$ cat src/rtl/mmb_pkg.sv
// Package mmb_pkg
// Shared types and helpers for the boundary-midpoint estimator.
// Assumes threshold codes are unsigned, with a larger code meaning a higher level.
package mmb_pkg;

    // Per-phase observation flags
    typedef struct packed {
        logic seen_one;
        logic seen_zero;
    } mmb_flags_t;

    // True when a new code pushes an extremum outward.
    // For the ones side the extremum grows; for the zeros side it shrinks.
    function automatic logic mmb_extends(
        input logic        upward,
        input logic        seen,
        input logic [31:0] cand,
        input logic [31:0] cur
    );
        if (!seen)
            return 1'b1;
        if (upward)
            return cand > cur;
        return cand < cur;
    endfunction

endpackage

$ cat src/rtl/mmb_wr_decode.sv
// Module mmb_wr_decode
// Turns a qualified sample into a one-hot write strobe per phase.
// Assumes indices at or above NUM_PHASES match no strobe, which drops the sample.
// A clear suppresses every strobe, so a sample in a clear cycle is dropped.
module mmb_wr_decode #(
    parameter int NUM_PHASES = 5,
    parameter int PH_W       = (NUM_PHASES > 1) ? $clog2(NUM_PHASES) : 1
) (
    input  logic                  smp_valid,
    input  logic                  clr,
    input  logic [PH_W-1:0]       smp_phase,
    output logic [NUM_PHASES-1:0] wr_en
);

    // One comparator per phase slot
    for (genvar g = 0; g < NUM_PHASES; g++) begin : g_dec
        always_comb wr_en[g] = smp_valid && !clr && (smp_phase == PH_W'(g));
    end

endmodule

$ cat src/rtl/mmb_phase_cell.sv
// Module mmb_phase_cell
// Holds the state of one sampling phase: the highest code that gave a 1,
// the lowest code that gave a 0, and a seen flag for each side.
// Assumes clear takes precedence over a write in the same cycle.
// Cleared values: max-of-ones = 0, min-of-zeros = all ones.
module mmb_phase_cell #(
    parameter int THR_W = 4
) (
    input  logic             clk,
    input  logic             rst_n,
    input  logic             clr,
    input  logic             wr_en,
    input  logic [THR_W-1:0] thr,
    input  logic             cmp_bit,
    output logic [THR_W-1:0] max_one,
    output logic [THR_W-1:0] min_zero,
    output mmb_pkg::mmb_flags_t flags
);
    import mmb_pkg::*;

    localparam logic [THR_W-1:0] CODE_LO = '0;
    localparam logic [THR_W-1:0] CODE_HI = '1;

    logic upd_one;
    logic upd_zero;

    // Decide whether this sample extends one of the two extrema
    always_comb begin
        upd_one  = wr_en &&  cmp_bit &&
                   mmb_extends(1'b1, flags.seen_one,  32'(thr), 32'(max_one));
        upd_zero = wr_en && !cmp_bit &&
                   mmb_extends(1'b0, flags.seen_zero, 32'(thr), 32'(min_zero));
    end

    // Max-of-ones side register
    always_ff @(posedge clk) begin
        if (!rst_n || clr) begin
            max_one        <= CODE_LO;
            flags.seen_one <= 1'b0;
        end else if (upd_one) begin
            max_one        <= thr;
            flags.seen_one <= 1'b1;
        end
    end

    // Min-of-zeros side register
    always_ff @(posedge clk) begin
        if (!rst_n || clr) begin
            min_zero        <= CODE_HI;
            flags.seen_zero <= 1'b0;
        end else if (upd_zero) begin
            min_zero        <= thr;
            flags.seen_zero <= 1'b1;
        end
    end

endmodule

$ cat src/rtl/mmb_read_port.sv
// Module mmb_read_port
// Selects one phase and registers its midpoint and validity.
// Assumes the cell state it sees is the state before any same-edge update,
// which gives read-before-write ordering.
// The midpoint is kept as a THR_W+1-bit sum, whose LSB is the half-code fraction.
module mmb_read_port #(
    parameter int NUM_PHASES = 5,
    parameter int THR_W      = 4,
    parameter int PH_W       = (NUM_PHASES > 1) ? $clog2(NUM_PHASES) : 1
) (
    input  logic                clk,
    input  logic                rst_n,
    input  logic [PH_W-1:0]     rd_phase,
    input  logic [THR_W-1:0]    max_one  [NUM_PHASES],
    input  logic [THR_W-1:0]    min_zero [NUM_PHASES],
    input  mmb_pkg::mmb_flags_t flags    [NUM_PHASES],
    output logic [THR_W:0]      rd_est,
    output logic                rd_valid
);
    import mmb_pkg::*;

    localparam logic [PH_W:0] PH_LIMIT = (PH_W+1)'(NUM_PHASES);

    logic             in_range;
    logic [THR_W-1:0] sel_max;
    logic [THR_W-1:0] sel_min;
    mmb_flags_t       sel_flags;
    logic             nxt_valid;
    logic [THR_W:0]   nxt_est;

    // Mux the addressed phase, with out-of-range indices selecting empty state
    always_comb begin
        in_range  = {1'b0, rd_phase} < PH_LIMIT;
        sel_max   = '0;
        sel_min   = '0;
        sel_flags = '0;
        for (int i = 0; i < NUM_PHASES; i++) begin
            if (in_range && rd_phase == PH_W'(i)) begin
                sel_max   = max_one[i];
                sel_min   = min_zero[i];
                sel_flags = flags[i];
            end
        end
    end

    // Form the midpoint sum and gate it with validity
    always_comb begin
        nxt_valid = sel_flags.seen_one && sel_flags.seen_zero;
        nxt_est   = nxt_valid ? ({1'b0, sel_max} + {1'b0, sel_min}) : '0;
    end

    // Output register
    always_ff @(posedge clk) begin
        if (!rst_n) begin
            rd_est   <= '0;
            rd_valid <= 1'b0;
        end else begin
            rd_est   <= nxt_est;
            rd_valid <= nxt_valid;
        end
    end

endmodule

$ cat src/rtl/mmb_boundary_est.sv
// Module mmb_boundary_est
// Top of the boundary-midpoint level estimator. Samples of
// (phase, threshold, bit) feed per-phase extremum cells, and a registered
// read port returns the midpoint of the chosen phase.
// Assumes one sample per cycle at most, and a synchronous active-low reset.
module mmb_boundary_est #(
    parameter int NUM_PHASES = 5,
    parameter int THR_W      = 4,
    localparam int PH_W      = (NUM_PHASES > 1) ? $clog2(NUM_PHASES) : 1
) (
    input  logic              clk,
    input  logic              rst_n,
    input  logic              clr,
    input  logic              smp_valid,
    input  logic [PH_W-1:0]   smp_phase,
    input  logic [THR_W-1:0]  smp_thr,
    input  logic              smp_bit,
    input  logic [PH_W-1:0]   rd_phase,
    output logic [THR_W:0]    rd_est,
    output logic              rd_valid
);
    import mmb_pkg::*;

    logic [NUM_PHASES-1:0] wr_en;
    logic [THR_W-1:0]      cell_max  [NUM_PHASES];
    logic [THR_W-1:0]      cell_min  [NUM_PHASES];
    mmb_flags_t            cell_flag [NUM_PHASES];

    mmb_wr_decode #(
        .NUM_PHASES (NUM_PHASES),
        .PH_W       (PH_W)
    ) u_dec (
        .smp_valid (smp_valid),
        .clr       (clr),
        .smp_phase (smp_phase),
        .wr_en     (wr_en)
    );

    // One state cell per sampling phase
    for (genvar g = 0; g < NUM_PHASES; g++) begin : g_cell
        mmb_phase_cell #(
            .THR_W (THR_W)
        ) u_cell (
            .clk      (clk),
            .rst_n    (rst_n),
            .clr      (clr),
            .wr_en    (wr_en[g]),
            .thr      (smp_thr),
            .cmp_bit  (smp_bit),
            .max_one  (cell_max[g]),
            .min_zero (cell_min[g]),
            .flags    (cell_flag[g])
        );
    end

    mmb_read_port #(
        .NUM_PHASES (NUM_PHASES),
        .THR_W      (THR_W),
        .PH_W       (PH_W)
    ) u_rd (
        .clk      (clk),
        .rst_n    (rst_n),
        .rd_phase (rd_phase),
        .max_one  (cell_max),
        .min_zero (cell_min),
        .flags    (cell_flag),
        .rd_est   (rd_est),
        .rd_valid (rd_valid)
    );

endmodule

$ cat config.mk
export PLATFORM = sky130hd
export DESIGN_NAME = mmb_boundary_est
export DESIGN_NICKNAME = d
export VERILOG_FILES = /design/src/rtl/mmb_pkg.sv /design/src/rtl/mmb_wr_decode.sv /design/src/rtl/mmb_phase_cell.sv /design/src/rtl/mmb_read_port.sv /design/src/rtl/mmb_boundary_est.sv
export SDC_FILE = /design/constraint.sdc
export NUM_CORES = 1
export LEC_CHECK = 0
export BUFFER_PORTS_ARGS = -buffer_cell sky130_fd_sc_hd__buf_4
export CAP_MARGIN = 10
export CORE_MARGIN = 8
export CORE_UTILIZATION = 40
export DETAILED_ROUTE_END_ITERATION = 16
export PLACE_DENSITY = 0.54
export REMOVE_ABC_BUFFERS = 1
export SYNTH_ARGS = -nofsm -noshare
export SYNTH_HDL_FRONTEND = slang
export SYNTH_SLANG_ARGS = --single-unit
$ cat constraint.sdc
create_clock -name clk -period 2.79 [get_ports clk]
set_input_delay 0.4185 -clock clk [delete_from_list [all_inputs] [get_ports clk]]
set_output_delay 0.4185 -clock clk [all_outputs]
set_load 0.02 [all_outputs]
==> qor.txt <==
Status - complete, no violations
Hold Path Origin - smp_phase[2]
Crit Path Category - primary input to register
Area taken by multi-input logic gates - 2170 sq um
Antenna cells - 0
Fin Hold WS - 432 ps
Internal - 1.06 mW
Max Clock Freq - 474 MHz
Max clock buf depth - 2
Element type at the critical path end - register
Main combinational cell family by area after synthesis - simple AND/OR/NAND/NOR gates
Simple-gate portion of the synthesized area - 18.8%
# fillers - 855
Mean Syn Cell Area - 9.14 sq um
RSZ-0062 raised after global routing - false
Iter 0 DRT Violations - 134
Final nets - 459
First-pass GRT wire length - 14200 microns
Total number of vias - 2691
Worst slew pin tran - 579 ps
Sink Count - 56
Initial Utilization - 40.7%
Die ar. - 12000 sq um
Combinational Power Share - 11.5%
CTS H-tree lvls - 2
Cell variety after synth - 37
Sequential area share after synthesis - 31.9%
Clock transition at path regs - 100 ps
Vias per Instance - 5.25
Resized cells post-CTS - 0
Final Hold Vio Count - 0
Total core area - 8640 sq um
Post-route DRC - 0
Final HPWL from detailed placement - 6710 microns
Synth Flop Type - dfxtp_1
Horiz. Die Dim - 110 microns
Maximum fanout along the worst path - 10
Leakage Power - 1.66 nW
Crit path time final - 2110 ps
Synth top area share - 31.9%
GRT overflow - 0
Crit path DAT - 2360 ps
Total negative setup slack - 0 ps
Post-synthesis compound-gate area fraction - 11.1%
Post-CTS Setup Inserts - 0
Peak VDD IR - 0.000212 V
Root Driver - clkbuf_8
Total GRT Usage - 15.1%
Sw power - 0.364 mW
Num CTS Buffers - 5
Max-slew headroom at the worst pin - 61.3%
WHS Path Cells - 3
Antenna violations before repair - 0
Overall power - 1.43 mW
Post-synthesis mux area share - 17.2%
Clock power frac - 32.3%
Pre-Repair DR Iteration Count - 4
IO Pins - 21
Adder-Cell Fraction of Synth Area - 14.5%
Final Slew Violations - 0
Crit start category - primary input
Critical Path RT - 3040 ps
Finished Layout Cells - 513
Syn Inst Count - 384
Worst min-delay path class - primary input to register
Number of flops mapped to enable cells by yosys - 0
Core Util, Final - 44.8%
Placed Cells - 505
Worst R2R Path Depth - 8
IO buf count - 20
Tcrit/Tclk final - 75.6%
Post-CTS Hold Buffers - 0
GPL Wtd Cong - 0.827
Pwr Density - 370 nW/um^2
Xor and xnor fraction of the mapped netlist area - 0.249%
Rows - 34
Synth Register Bits - 56
Asr flop ratio synth - 0%
Synth top area cells - dfxtp_1, ha_1, mux2i_1, mux4_2, inv_1
Wirelength per Cell - 16.6 microns
Share of power burned in registers - 56.2%
Critical Path Start - rd_phase[0]
Layout cells sized above 1 - 14.3%
FF-to-FF Start - g_cell[3].u_cell.max_one[1]
Vias in the first global route - 2668
TritonCTS clock tree - done
Post-Route Skew - 8.49 ps
# setup viols final - 0
Sw frac - 25.5%
Clock Latency Late Sink - 300 ps
Synthesized cell area - 3510 sq um
Area growth syn-to-layout - 10.1%
Die Y - 110 microns
Number of max-cap violations - 0
Register Area - 1120 sq um
Post-Route WL - 8530 microns
Final ANT Viol Nets - 0
Largest net degree at the start of global routing - 27
Synth area leader - dfxtp_1
Total number of yosys warnings - 0
path summary, 6_finish.rpt:
kind,end,slack [ps]
min reg2reg,g_cell[0].u_cell.max_one[1],470
min,g_cell[4].u_cell.flags[0],430
max reg2reg,u_rd.rd_est[4],710
max,u_rd.rd_est[4],680
stage by stage:
stage | setup slack (ps) | instance area [sq um]
final | 681 | 3860
after global routing | 466 | 3860
after CTS | 692 | 3860
after detailed placement | 365 | 3770
after global placement | 441 | 3770
after floorplan | 812 | 3470
power by group through the flow:
stage          clock (mW)  sequential (mW)  combinational (mW)
6_report            0.462            0.803               0.164
2_1_floorplan           0            0.821              0.0891
3_3_place_gp            0            0.822               0.161
4_1_cts             0.480            0.803               0.165
5_1_grt             0.506            0.804               0.183
3_5_place_dp            0            0.822               0.164
cells in the final DEF (no fill, tap or decap), types with 2 or more instances in the layout:
cell      count
buf_4        22
nor2_1       40
nor3b_2       2
clkbuf_8      6
clkbuf_1      2
nand4_1       5
nor4b_4       2
mux4_2        9
ha_1         39
a31oi_2       3
dfxtp_1      56
nand2b_1      6
and2_1        3
o21ai_1      10
o211ai_1      2
nor3_2        3
a31oi_1       3
nand3_1       5
inv_1        48
a21oi_1      13
o311ai_2      4
nor2b_1      11
nand2_1      45
mux2i_1      40
and3_1        5
o21a_1        3
o21ai_0       7
logic make-up (layout without fill, tap and decap cells):
family	count (synthesis)	in the layout
compound gates	51	51
fa+ha+maj	40	40
mux	49	49
simple gates	129	129
xor+xnor	1	1
flops	56	56
buf+inv	58	79
per-layer routing:
layer  GRT usage, %  vias to the layer above  part of all wire, %  wire (microns)
li1               -                     1355                    -               -
met1           21.7                     1272                   51            4350
met2           22.7                       56                   43            3700
met3           2.46                        8                  4.4             374
met4           3.95                        0                  1.2             103
met5              0                        -                    0               0
final cells by class:
class                      count  share of cell area, %
multi-input combinational    270                   56.1
tap                          108                   3.50
sequential                    56                   29.0
inverter                      49                   4.76
clock buffer                   8                   2.33
timing repair buffer          22                   4.27
cells in the mapped netlist, drive strengths merged (4+ instances only):
| cell type | n |
|---|---|
| and3 | 5 |
| ha | 39 |
| nand4 | 5 |
| a21oi | 14 |
| mux2i | 40 |
| inv | 49 |
| a31oi | 7 |
| nand2b | 6 |
| nor2b | 11 |
| o311ai | 4 |
| clkbuf | 7 |
| nor2 | 40 |
| nand3 | 6 |
| o21ai | 18 |
| nand2 | 45 |
| dfxtp | 56 |
| mux4 | 9 |
worst max-delay path: stages:
cell	delay [ps]
buf_4	180
nor3b_2	480
nand2_1	100
o21ai_0	90
ha_1	190
inv_1	60
fa_1	380
nor2b_1	200
o21a_1	150
o21a_1	110
sequential cells by signal (all words and copies together), names as in the netlist:
name	cells
g_cell.u_cell.flags	10
g_cell.u_cell.min_zero	20
g_cell.u_cell.max_one	20
u_rd.rd_est	5
u_rd.rd_valid	1
No activity file was read; power rests on OpenSTA's default activity.
